### src/rtl/lcdseq_pkg.sv
// Shared types and helpers for the display row sequencer.
// Assumes a RAM of four rows; drive modes are encoded by phase count minus one.
package lcdseq_pkg;

    typedef enum logic [1:0] {
        DRV_STATIC = 2'd0,
        DRV_TWO    = 2'd1,
        DRV_THREE  = 2'd2,
        DRV_FOUR   = 2'd3
    } drv_mode_e;

    // Last phase index of one full sequence for a given drive mode.
    function automatic logic [1:0] last_phase(input drv_mode_e m);
        logic [1:0] r;
        case (m)
            DRV_STATIC: r = 2'd0;
            DRV_TWO:    r = 2'd1;
            DRV_THREE:  r = 2'd2;
            default:    r = 2'd3;
        endcase
        return r;
    endfunction

    // True when the bank bit may move the displayed rows up.
    function automatic logic bank_capable(input drv_mode_e m);
        return (m == DRV_STATIC) || (m == DRV_TWO);
    endfunction

endpackage

### src/rtl/lcdseq_phase_ctr.sv
// Phase counter and configuration holder.
// Keeps the position inside the current multiplex sequence. Captures mode and
// bank only on the tick that begins a sequence, so a change never splits a
// frame. Assumes mux_tick is a single-cycle pulse.
module lcdseq_phase_ctr
    import lcdseq_pkg::*;
(
    input  logic       clk,
    input  logic       rst_n,
    input  logic       tick,
    input  logic       en,
    input  drv_mode_e  mode_i,
    input  logic       bank_i,
    output logic [1:0] step_phase,
    output drv_mode_e  step_mode,
    output logic       step_bank,
    output drv_mode_e  act_mode,
    output logic       act_bank
);

    logic [1:0] ph_q;
    logic       at_start;

    assign at_start   = (ph_q == 2'd0);
    assign step_phase = ph_q;

    // Purpose: choose the configuration that governs the current step.
    always_comb begin
        step_mode = at_start ? mode_i : act_mode;
        step_bank = at_start ? bank_i : act_bank;
    end

    // Purpose: advance the phase on each enabled tick, wrap at sequence end.
    always_ff @(posedge clk) begin
        if (!rst_n) begin
            ph_q <= 2'd0;
        end else if (!en) begin
            ph_q <= 2'd0;
        end else if (tick) begin
            if (ph_q == last_phase(step_mode)) begin
                ph_q <= 2'd0;
            end else begin
                ph_q <= ph_q + 2'd1;
            end
        end
    end

    // Purpose: latch mode and bank at the first step of each sequence.
    always_ff @(posedge clk) begin
        if (!rst_n) begin
            act_mode <= DRV_STATIC;
            act_bank <= 1'b0;
        end else if (en && tick && at_start) begin
            act_mode <= mode_i;
            act_bank <= bank_i;
        end
    end

endmodule

### src/rtl/lcdseq_row_map.sv
// Maps a sequence phase to a RAM row.
// In the bank-capable modes a set bank bit offsets the row by half the RAM.
// Assumes NROWS is even and the phase never exceeds the mode's last phase.
module lcdseq_row_map
    import lcdseq_pkg::*;
#(
    parameter int NROWS = 4,
    localparam int ROW_W = $clog2(NROWS)
) (
    input  logic [1:0]       phase,
    input  drv_mode_e        mode,
    input  logic             bank,
    output logic [ROW_W-1:0] row
);

    localparam logic [ROW_W-1:0] BANK_OFS = ROW_W'(NROWS / 2);

    // Purpose: add the bank offset where the mode allows it.
    always_comb begin
        row = ROW_W'(phase);
        if (bank && bank_capable(mode)) begin
            row = ROW_W'(phase) + BANK_OFS;
        end
    end

endmodule

### src/rtl/lcdseq_row_mux.sv
// Selects one row out of the flat RAM bus.
// Row r sits at bits [r*NSEG +: NSEG]; the selection is purely combinational.
module lcdseq_row_mux #(
    parameter int NSEG  = 80,
    parameter int NROWS = 4,
    localparam int ROW_W = $clog2(NROWS)
) (
    input  logic [NROWS*NSEG-1:0] ram_flat,
    input  logic [ROW_W-1:0]      sel,
    output logic [NSEG-1:0]       data
);

    logic [NSEG-1:0] rows [NROWS];

    for (genvar r = 0; r < NROWS; r++) begin : g_row
        assign rows[r] = ram_flat[r*NSEG +: NSEG];
    end

    // Purpose: pick the addressed row.
    always_comb begin
        data = rows[sel];
    end

endmodule

### src/rtl/lcdseq_out_reg.sv
// Display register with a row strobe.
// Loads row data, row index and phase on an enabled tick, holds between ticks,
// and clears everything while the display is disabled.
module lcdseq_out_reg #(
    parameter int NSEG  = 80,
    parameter int ROW_W = 2
) (
    input  logic             clk,
    input  logic             rst_n,
    input  logic             tick,
    input  logic             en,
    input  logic [NSEG-1:0]  row_data,
    input  logic [ROW_W-1:0] row_sel,
    input  logic [1:0]       phase,
    output logic [NSEG-1:0]  seg_q,
    output logic [ROW_W-1:0] row_q,
    output logic [1:0]       phase_q,
    output logic             valid_q
);

    // Purpose: latch the selected row or blank the display.
    always_ff @(posedge clk) begin
        if (!rst_n || !en) begin
            seg_q   <= '0;
            row_q   <= '0;
            phase_q <= '0;
            valid_q <= 1'b0;
        end else if (tick) begin
            seg_q   <= row_data;
            row_q   <= row_sel;
            phase_q <= phase;
            valid_q <= 1'b1;
        end else begin
            valid_q <= 1'b0;
        end
    end

endmodule

### src/rtl/lcd_row_sequencer.sv
// Display row sequencer top.
// Steps through the display RAM rows on each multiplex tick. The order depends
// on the drive mode, with an optional bank remap in the static and two-phase
// modes. Presents each row through a registered 80-bit display latch.
// Assumes a four-row RAM supplied as a flat bus and a single-cycle tick.
module lcd_row_sequencer
    import lcdseq_pkg::*;
#(
    parameter int NSEG  = 80,
    parameter int NROWS = 4,
    localparam int ROW_W = $clog2(NROWS)
) (
    input  logic                  clk,
    input  logic                  rst_n,
    input  logic                  mux_tick,
    input  logic [1:0]            drive_mode,
    input  logic                  bank_sel,
    input  logic                  disp_en,
    input  logic [NROWS*NSEG-1:0] ram_rows,
    output logic [ROW_W-1:0]      row_idx,
    output logic [1:0]            bp_phase,
    output logic [NSEG-1:0]       seg_out,
    output logic                  row_valid
);

    logic [1:0]       step_phase;
    drv_mode_e        step_mode;
    logic             step_bank;
    drv_mode_e        act_mode;
    logic             act_bank;
    logic [ROW_W-1:0] sel_row;
    logic [NSEG-1:0]  sel_data;

    lcdseq_phase_ctr u_phase (
        .clk        (clk),
        .rst_n      (rst_n),
        .tick       (mux_tick),
        .en         (disp_en),
        .mode_i     (drv_mode_e'(drive_mode)),
        .bank_i     (bank_sel),
        .step_phase (step_phase),
        .step_mode  (step_mode),
        .step_bank  (step_bank),
        .act_mode   (act_mode),
        .act_bank   (act_bank)
    );

    lcdseq_row_map #(.NROWS(NROWS)) u_map (
        .phase (step_phase),
        .mode  (step_mode),
        .bank  (step_bank),
        .row   (sel_row)
    );

    lcdseq_row_mux #(.NSEG(NSEG), .NROWS(NROWS)) u_mux (
        .ram_flat (ram_rows),
        .sel      (sel_row),
        .data     (sel_data)
    );

    lcdseq_out_reg #(.NSEG(NSEG), .ROW_W(ROW_W)) u_out (
        .clk      (clk),
        .rst_n    (rst_n),
        .tick     (mux_tick),
        .en       (disp_en),
        .row_data (sel_data),
        .row_sel  (sel_row),
        .phase    (step_phase),
        .seg_q    (seg_out),
        .row_q    (row_idx),
        .phase_q  (bp_phase),
        .valid_q  (row_valid)
    );

endmodule

### config.mk
export PLATFORM = sky130hd
export DESIGN_NAME = lcd_row_sequencer
export DESIGN_NICKNAME = d
export VERILOG_FILES = /design/src/rtl/lcdseq_pkg.sv /design/src/rtl/lcdseq_phase_ctr.sv /design/src/rtl/lcdseq_row_map.sv /design/src/rtl/lcdseq_row_mux.sv /design/src/rtl/lcdseq_out_reg.sv /design/src/rtl/lcd_row_sequencer.sv
export SDC_FILE = /design/constraint.sdc
export NUM_CORES = 1
export LEC_CHECK = 0
export BUFFER_PORTS_ARGS = -buffer_cell sky130_fd_sc_hd__buf_2
export CORE_AREA = 8 8 155 157
export CTS_CLUSTER_SIZE = 28
export DETAILED_ROUTE_END_ITERATION = 8
export DIE_AREA = 0 0 163 165
export PLACE_DENSITY_LB_ADDON = 0.08
export SYNTH_ARGS = -nofsm -noshare
export SYNTH_HDL_FRONTEND = slang
export SYNTH_HIERARCHICAL = 1
export SYNTH_SLANG_ARGS = --single-unit
### constraint.sdc
create_clock -name clk -period 3.45 [get_ports clk]
set_clock_uncertainty 0.1 [all_clocks]
set_input_delay 0.69 -clock clk [delete_from_list [all_inputs] [get_ports clk]]
set_output_delay 0.69 -clock clk [all_outputs]
set_load 0.05 [all_outputs]
; ---- Word-level counts from Yosys, hierarchy flattened
; Index checks and enable logic that the tools add are counted.
[word_totals]
n_memories = 0
output_inout_bits = 85
regBits = 90
ramBits = 0
rom_bits = 0
latchBits = 0
[op_classes]
n_div = 0
mux = 12
reduce_logical = 10
eq_ne = 3
magnitude_cmp = 1
bitwise_logic = 1
mul = 0
shift = 0
addsub = 2
[op_table]
columns = operator, count
row1 = binary-select mux 80 bit (select 2 bit), 1
row2 = 2-to-1 mux 80 bit, 2
row3 = 2-to-1 mux 2 bit, 6
row4 = one-hot mux 2 bit (3 select lines), 1
row5 = zero test 2 bit, 2
row6 = ">= comparator 3 bit, second input constant", 1
row7 = logical AND 1 bit, 3
row8 = inverter 2 -> 3 bit, 1
row9 = "adder 2 x 1 -> 2 bit, second input constant", 1
row10 = "adder 2 bit, second input constant", 1
row11 = "equality test 2 x 1 -> 1 bit, second input constant", 1
row12 = equality test 2 bit, 1
row13 = "equality test 2 bit, second input constant", 1
row14 = zero test 1 bit, 2
row15 = logical OR 1 bit, 2
row16 = 2-to-1 mux 1 bit, 2
row17 = AND reduction 2 bit, 1

; ---- Depth between registers and ports, before layout
; Gate-level depths: netlist of run 1.
[depth]
depth_word = 10
mapped_depth = 10

; ---- Hierarchy
; The synthesis of run 1 kept the hierarchy.
[by_module_without_submodules]
columns = module, instances, cells_each, area_each_um2
row1 = lcdseq_out_reg, 1, 274, 3050.4
row2 = lcdseq_row_mux, 1, 98, 2016.9
row3 = lcdseq_phase_ctr, 1, 27, 281.5
row4 = lcdseq_row_map, 1, 3, 37.5

; ---- Least setup slack after synthesis of run 1
; Ideal clock, no wire load.
[synth_path]
kind = register to register
startpoint = register u_phase.ph_q[1], in the netlist u_phase/step_phase[1]
endpoint = register u_out.seg_q[35]
path_stages_with_launch = 11
path_slack_ps = 987
t_required_ps = 3222
n_path_buf = 2
arrival_time_ps = 2235
path_cell_list = dfxtp_1 -> inv_1 -> ha_1 -> mux2_4 -> nand2b_4 -> xnor2_2 -> buf_1 -> buf_2 -> mux4_2 -> mux2i_1 -> nor2_1
[synth_via]
elab_chain_len = 10
elab_cells_between_ends = 13
[synth_rtl]
columns = element, line_no
row1 = from (decl), lcdseq_phase_ctr.sv:21  ; logic [1:0] ph_q;
row2 = from (signal assigned), lcdseq_phase_ctr.sv:43  ; ph_q <= ph_q + 2'd1;
row3 = zero test 2 bit (*), lcdseq_phase_ctr.sv:24  ; assign at_start = (ph_q == 2'd0);
row4 = 2-to-1 mux 2 bit (*), lcdseq_phase_ctr.sv:29  ; step_mode = at_start ? mode_i : act_mode;
row5 = named net step_mode[1], lcd_row_sequencer.sv:27  ; drv_mode_e step_mode;
row6 = equality test 2 x 1 -> 1 bit or zero test 2 bit (tied branches), lcdseq_pkg.sv:26  ; return (m == DRV_STATIC) || (m == DRV_TWO);
row7 = logical OR 1 bit (*), lcdseq_pkg.sv:26
row8 = logical AND 1 bit (*), lcdseq_row_map.sv:21  ; if (bank && bank_capable(mode)) begin
row9 = 2-to-1 mux 2 bit (*), lcdseq_row_map.sv:21
row10 = named net sel_row[1], lcd_row_sequencer.sv:31  ; logic [ROW_W-1:0] sel_row;
row11 = inverter 2 -> 3 bit (implied by the code) (*), lcdseq_row_mux.sv:21  ; data = rows[sel];
row12 = binary-select mux 80 bit (select 2 bit) (*), lcdseq_row_mux.sv:21
row13 = 2-to-1 mux 80 bit (implied by the code) (*) (2 in a row), lcdseq_row_mux.sv:21
row14 = named net sel_data[35], lcd_row_sequencer.sv:32  ; logic [NSEG-1:0] sel_data;
row15 = to (signal assigned), lcdseq_out_reg.sv:29  ; seg_q <= row_data;
row16 = to (decl), lcdseq_out_reg.sv:15  ; output logic [NSEG-1:0] seg_q,
; The timed path passes the listed nets; every way through them passes the cells marked *. The select of a mux whose other input is x is not followed.
; A chain may end at the register's enable or synchronous reset.

; ---- Worst setup path in the final report of run 1
[layout_path]
startpoint = register u_phase.ph_q[1], in the netlist u_phase/step_phase[1]
endpoint = register u_out.seg_q[23]
; The elaborated chain is that of the path after synthesis.

==> results by group, run 1 <==
Detailed routing
  – Post-DRT Antenna Nets: 0
  – Residual DRC: 0
  – DR pass1 iterations: 4
  – 1st-iter DRT viols: 219
  – Routed vias: 4,826
  – Vias per cell: 4.48
  – Routed wire per std cell: 18.8 um
  – Aggregate routed wire length: 20.2 mm

Setup path
  – R2R depth: 9
  – Slowest CP cell: dfxtp_1
  – Crit-path leading delay family: multiplexers
  – Crit Path Category: reg2reg
  – CP endpoint kind: flop
  – Critical-path maximum fanout: 40
  – Worst Path Buf+Inv: 2
  – CP cell instances: inv_1, ha_1, mux2_4, nand2b_4, xnor2_4, buf_12, mux4_2, mux2i_1, nor2_1
  – Worst r2r dst: u_out/seg_q[23]
  – Data arrival time of the worst path: 2.79 ns
  – Startpoint Class: flop
  – Reg2reg start: u_phase/step_phase[1]
  – Flop2flop setup slack: 0.74 ns
  – Worst Path Required: 3.53 ns
  – Worst path max stage delay: 0.46 ns

Pwr
  – Pwr dens: 370 nW/um^2
  – Sw frac: 28.9%
  – Sequential share of power: 38.3%
  – Pint: 2.05 mW
  – Pleak: 3.80 nW
  – Combinational fraction of design power: 27.5%
  – Power consumption: 2.88 mW
  – Max VDD drop: 178 uV
  – Switching Power: 0.831 mW
  – Clock power frac: 34.2%

Cells and area
  – Fill count: 2,188
  – Final Cell Area: 7790 um^2
  – Layout area overhead: 44.7%
  – Nets: 1,120
  – Share of cells above drive strength 1: 65.3%
  – Final core occ: 36.3%

Global route
  – First-pass GRT wire length: 29.7 mm
  – Initial antenna violation count: 2
  – Largest net degree at the start of global routing: 85
  – Overflow after GRT: 0
  – Total GRT Usage: 14.3%
  – Vias in the first global route: 5,459

Min path
  – WHS Path Cells: 2
  – Hold path start: u_out/seg_q[44]
  – Hold path endpoint: u_out/seg_q[44]
  – HP Class: reg2reg

CTS
  – H-tree levels: 3
  – TritonCTS Buffers: 9
  – Clock buffer depth: 2
  – CTS Hold Bufs: 0
  – Gates resized, CTS repair: 0
  – CTS sink cnt: 90
  – # Post-CTS Setup Buffers: 0
  – Skew-Pair Late Insertion Delay: 0.33 ns
  – CTS tree: built
  – CTS clk-pin slew, worst paths: 0.06 ns
  – CTS Root Cell: clkbuf_16

STA
  – Slew headroom: 36.2%
  – RSZ-0062 raised after global routing: no
  – Least-Margin Pin Slew: 0.958 ns
  – Hold Fails Final Rpt: 0
  – Final setup TNS: 0 ns
  – Achievable Freq: 369 MHz
  – Final min period: 2.71 ns
  – Setup violators final: 0
  – Fin crit share: 78.4%
  – Max Slew Vio Count: 0

Status
  – Outcome: complete, no violations

Floorplanning
  – Area of the core: 21,500 um^2
  – DIE AREA: 26,900 um^2
  – Row cnt: 54
  – I/O pins: 412
  – Die Width: 163 um
  – Die Height: 165 um
  – Initial Util: 25.1%

Place
  – Port Buffers: 411
  – Dpl cell area: 7500 um^2
  – RD Place Congestion: 0.831
  – DP Wirelength: 16.7 mm

Synth
  – Syn avg cell area: 13.4 um^2
  – Yosys cell types: 25
  – Syn_nets: 730
  – FF+latch count, synth: 90
  – Cell Area, Synth: 5390 um^2
  – Warnings from Yosys: 6
  – Sequential-to-total area share from yosys stat: 33.4%
  – Syn Inst Count: 402

Run
  – Max-Cap Viols: 0
==> cell usage in the layout (no fill, tap or decap) <==
cell and instances:
xnor2_4 1, bufinv_16 1, clkbuf_8 1, o211ai_1 2
mux2_4 2, nand2_1 1, dfxtp_1 89, nand3_1 1
inv_1 2, nand2b_4 1, xnor2_1 1, nor2_1 84
buf_4 4, dfxtp_4 1, clkinvlp_4 2, xnor2_2 1
buf_2 410, buf_12 3, nor2b_1 3, nand2_4 1
mux4_2 80, mux2i_1 87, and3_1 1, a21oi_1 2
mux2_2 1, ha_1 1, diode_2 1, nand2b_1 2
clkinv_2 2, clkbuf_16 9
==> sequential cells by signal (all words and copies together), names as in the netlist <==
name and flops:
u_phase/act_bank 1, u_out/valid_q 1, u_phase/step_phase 2, u_out/phase_q 2, u_phase/act_mode 2, u_out/seg_q 80, u_out/row_q 2
==> worst max-delay path by stage <==
stage,from,end,depth (start not counted)
6_report,u_phase/step_phase[1],u_out/seg_q[23],9
3_3_place_gp,u_phase/step_phase[1],u_out/seg_q[53],9
4_1_cts,u_phase/step_phase[1],u_out/seg_q[53],9
3_5_place_dp,u_phase/step_phase[1],u_out/seg_q[53],9
5_1_grt,u_phase/step_phase[1],u_out/seg_q[53],9
2_1_floorplan,u_phase/step_phase[1],u_out/seg_q[35],10
==> metrics by stage <==
step / cells / setup WS, ns / hold WS [ns]
after floorplan: 402 / 0.987 / 0.368
after global placement: 1061 / 0.789 / 0.371
after detailed placement: 1061 / 0.728 / 0.374
after CTS: 1076 / 0.706 / 0.390
after global routing: 1077 / 0.596 / 0.410
final: 1077 / 0.744 / 0.384
==> routing by layer <==
metal	global-route usage, %	vias to the layer above	wire (um)
met5	0	-	13
met4	5.05	2	283
met3	4.56	18	1800
met2	26.9	231	10800
met1	14.5	2274	7300
li1	-	2301	-
==> cells in the mapped netlist <==
cell	instances	area share (%)
nand3_1	1	0.093
buf_2	11	1.0
buf_1	5	0.35
mux2_2	1	0.21
o211ai_1	2	0.28
buf_12	13	4.8
dfxtp_1	90	33
mux2_4	2	0.56
nor2_1	84	5.9
clkbuf_1	2	0.14
nand2b_1	2	0.23
buf_4	5	0.70
mux2i_1	87	16
xnor2_1	1	0.16
nand2_1	2	0.14
ha_1	1	0.23
and3_1	1	0.12
xnor2_2	2	0.60
buf_8	1	0.28
nand2b_4	1	0.26
buf_6	1	0.21
mux4_2	80	33
nor2b_1	3	0.35
a21oi_1	2	0.19
inv_1	2	0.14
==> worst register-to-register path, cell delays in order (launching register included) <==
cell      delay [ns]
dfxtp_1         0.46
inv_1           0.14
ha_1            0.27
mux2_4          0.34
nand2b_4        0.17
xnor2_4         0.20
buf_12          0.26
mux4_2          0.38
mux2i_1         0.18
nor2_1          0.06
==> cell families (layout without fill, tap and decap cells) <==
group           Yosys count  after routing  synth area share [%]
other cells               0              1                     0
fa+ha+maj                 1              1                 0.232
simple gates             94             94                  7.04
buf+inv                  40            434                  7.67
flops                    90             90                  33.4
compound gates            4              4                 0.465
xor+xnor                  3              3                 0.767
mux                     170            170                  50.4
==> power by group through the flow <==
stage	clock, mW	sequential, mW	combinational, mW
2_1_floorplan	0	1.27	0.396
3_3_place_gp	0	1.13	0.796
3_5_place_dp	0	1.13	0.807
4_1_cts	1.04	1.10	0.809
5_1_grt	1.08	1.11	0.856
6_report	0.985	1.10	0.794
==> area by class of cell <==
class	count	area (um^2)	area share (%)
Antenna cell	1	2.50	0.0321
Clock buffer	10	239	3.07
Clock inverter	5	55.1	0.706
Inverter	2	7.51	0.0963
Multi-Input combinational cell	272	3190	40.9
Sequential cell	90	1810	23.2
Tap cell	280	350	4.50
Timing Repair Buffer	417	2140	27.5
No activity file was read; power rests on OpenSTA's default activity.
==> run 2, diff against run 1 <==
ABC_AREA = 1   (was unset)
CORE_AREA = 8 8 153 155   (was 8 8 155 157)
DIE_AREA = 0 0 161 163   (was 0 0 163 165)
clock period = 2.8 ns   (was 3.45 ns; I/O delays follow)
==> results by group, run 2 <==
Status
  – Outcome: complete, no violations

Cells and area
  – Commonest non-fill, non-tap cell in the layout: nand2_1
  – Top reg by flops: u_out/seg_q
  – Share of cells above drive strength 1: 32.4% (-33 points)
  – Nets: 2,209 (+97%)
  – Largest register FFs: 80 (unchanged)
  – Most frequent cells in the layout: nand2_1, inv_1, buf_2, nor2_1, dfxtp_1
  – Layout area overhead: 26.9%

Pwr
  – Sequential share of power: 32.2% (-6.1 points)
  – Switching Power: 1.58 mW (+90%)
  – Pleak: 7.32 nW (+93%)
  – Pwr dens: 385 nW/um^2 (+4.1%)
  – Max VDD drop: 229 uV (+29%)
  – Combinational fraction of design power: 38.3% (+11 points)
  – Pint: 2.70 mW (+32%)
  – Sw frac: 36.9% (+8.1 points)
  – Clock power frac: 29.4% (-4.8 points)

STA
  – RSZ-0062 raised after global routing: no
  – Achievable Freq: 424 MHz (+15%)
  – Hold slack: 0.358 ns (-0.0255 ns)
  – Final min period: 2.36 ns (-0.348 ns)
  – Setup violators final: 0 (unchanged)
  – Least-Margin Pin Slew: 0.754 ns (-0.204 ns)
  – Hold Fails Final Rpt: 0 (unchanged)
  – Final setup TNS: 0 ns (unchanged)
  – Max Slew Vio Count: 0 (unchanged)
  – Fin crit share: 84.2% (+5.8 points)
  – Slew headroom: 49.7% (+14 points)

Synth
  – Mux share of post-synthesis cell area: 0% (-50 points)
  – Top FF cell, synth: dfxtp_1
  – Sequential-to-total area share from yosys stat: 20.6% (-13 points)
  – Syn avg cell area: 5.75 um^2 (-57%)
  – Number of synthesized flops with an enable pin: 0 (unchanged)
  – Top cells by count, synth: nand2_1, inv_1, nor2_1
  – Most common cell in the netlist: nand2_1
  – Warnings from Yosys: 6 (unchanged)
  – Compound-cell area share of the yosys netlist: 0.686% (+0.22 points)
  – Syn_nets: 1,852 (+150%)
  – Area contributors post-synth: nand2_1, dfxtp_1, inv_1, nand2_4, nand3_2
  – Yosys cell types: 20 (-20%)
  – Simple logic cell fraction of the synthesized area: 53.4% (+46 points)
  – Synth top area share: 21.7% (-12 points)
  – Synth Area in XOR/XNOR: 0% (-0.77 points)
  – Cell Area, Synth: 8760 um^2 (+63%)
  – Post-synthesis adder-cell area fraction: 0.143% (-0.089 points)
  – Syn Inst Count: 1,524 (+280%)
  – Largest family of logic cells by synthesized area: simple AND/OR/NAND/NOR gates
  – FF+latch count, synth: 90 (unchanged)
  – Top cell type by total area after synthesis: nand2_1
  – Fraction of registers with async set/reset: 0% (unchanged)

Floorplanning
  – I/O pins: 412 (unchanged)
  – DIE AREA: 26,200 um^2 (-2.4%)
  – Die Width: 161 um (-1.2%)
  – Initial Util: 42.1% (+17 points)
  – Die Height: 163 um (-1.2%)
  – Row cnt: 53 (-1.9%)
  – Area of the core: 20,800 um^2 (-3.1%)

Min path
  – WHS Path Cells: 2 (unchanged)
  – HP Class: reg2reg

Setup path
  – CP endpoint kind: flop
  – Critical-path maximum fanout: 29 (-28%)
  – Worst Path Required: 2.98 ns (-0.55 ns)
  – R2R depth: 14 (+5)
  – Crit Path Category: reg2reg
  – Data arrival time of the worst path: 2.54 ns (-0.25 ns)
  – Startpoint Class: flop

CTS
  – TritonCTS Buffers: 9 (unchanged)
  – Gates resized, CTS repair: 0 (unchanged)
  – CTS tree: built
  – Clock buffer depth: 2 (unchanged)
  – CTS clk-pin slew, worst paths: 0.07 ns (about the same)
  – H-tree levels: 3 (unchanged)
  – Skew-Pair Late Insertion Delay: 0.34 ns (about the same)
  – CTS Root Cell: clkbuf_16
  – # Post-CTS Setup Buffers: 0 (unchanged)
  – CTS sink cnt: 90 (unchanged)
  – CTS Hold Bufs: 0 (unchanged)

Detailed routing
  – Routed vias: 9,396 (+95%)
  – Post-DRT Antenna Nets: 0 (unchanged)
  – Routed wire per std cell: 13.4 um (-29%)
  – 1st-iter DRT viols: 449 (+110%)
  – DR pass1 iterations: 5 (+1)
  – Aggregate routed wire length: 28.9 mm (+43%)
  – Vias per cell: 4.34 (-3.1%)
  – Residual DRC: 0 (unchanged)

Place
  – RD Place Congestion: 0.830 (about the same)
  – Port Buffers: 411 (unchanged)
  – DP Wirelength: 22.1 mm (+32%)

Global route
  – Largest net degree at the start of global routing: 167 (+96%)
  – Total GRT Usage: 21.2% (+7.0 points)
  – First-pass GRT wire length: 45.8 mm (+54%)
  – Initial antenna violation count: 6 (+4)
  – Overflow after GRT: 0 (unchanged)
  – Vias in the first global route: 9,279 (+70%)

Run
  – Max-Cap Viols: 0 (unchanged)
==> run 2: kinds of logic after synthesis <==
group           count (synthesis)
compound gates                 10
buf+inv                       499
fa+ha+maj                       1
simple gates                  924
flops                          90
==> run 2: area by class of cell <==
class	instances	area, um^2
Sequential cell	90	1810
Timing Repair Buffer	427	2320
Clock buffer	12	256
Multi-Input combinational cell	935	4760
Tap cell	275	344
Fill cell	2254	9700
Antenna cell	4	10.0
Clock inverter	4	50.0
Inverter	418	1580
==> run 2: critical path, stage by stage (launching register included) <==
cell	delay [ns]
dfxtp_1	0.42
inv_1	0.08
ha_1	0.27
o21ai_0	0.25
nand2_1	0.08
nand2_1	0.10
nand2_4	0.08
inv_4	0.26
buf_12	0.25
nand3_1	0.11
nand2_1	0.06
inv_1	0.04
nand2_1	0.05
nand2_1	0.05
nor2_1	0.08
==> run 2: power groups by stage <==
stage               clock network (mW)  logic (mW)  registers, mW
global placement                     0        1.64           1.41
finish                            1.26        1.64           1.38
detailed placement                   0        1.65           1.41
CTS                               1.31        1.66           1.38
global route                      1.36        1.83           1.39
floorplan                            0       0.981           1.61
==> run 2: worst paths after layout <==
check	from	to	slack, ns
worst max register to register	u_phase/step_phase[1]	u_out/seg_q[58]	0.44
worst max-delay path	u_phase/step_phase[1]	u_out/seg_q[58]	0.44
worst min-delay path	u_phase/act_bank	u_phase/act_bank	0.36
worst min register to register	u_phase/act_bank	u_phase/act_bank	0.36
==> run 2: per-stage QoR <==
step | total power, mW | cell area, um^2 | worst slack [ns] | cells | util, %
floorplan | 2.60 | 8760 | 0.729 | 1524 | -
global route | 4.58 | 11100 | 0.0817 | 2165 | 53.4
finish | 4.28 | 11100 | 0.442 | 2165 | 53.4
detailed placement | 3.06 | 10800 | 0.447 | 2145 | 51.9
global placement | 3.05 | 10800 | 0.507 | 2145 | 51.9
CTS | 4.34 | 11100 | 0.417 | 2161 | 53.3
==> run 2: metal layers <==
metal,vias up,global-route usage (%),share of wire (%)
li1,4984,-,-
met1,4070,23.4,41
met2,298,38.3,49
met3,40,5.92,7.4
met4,4,7.70,2.1
met5,-,0,0.093
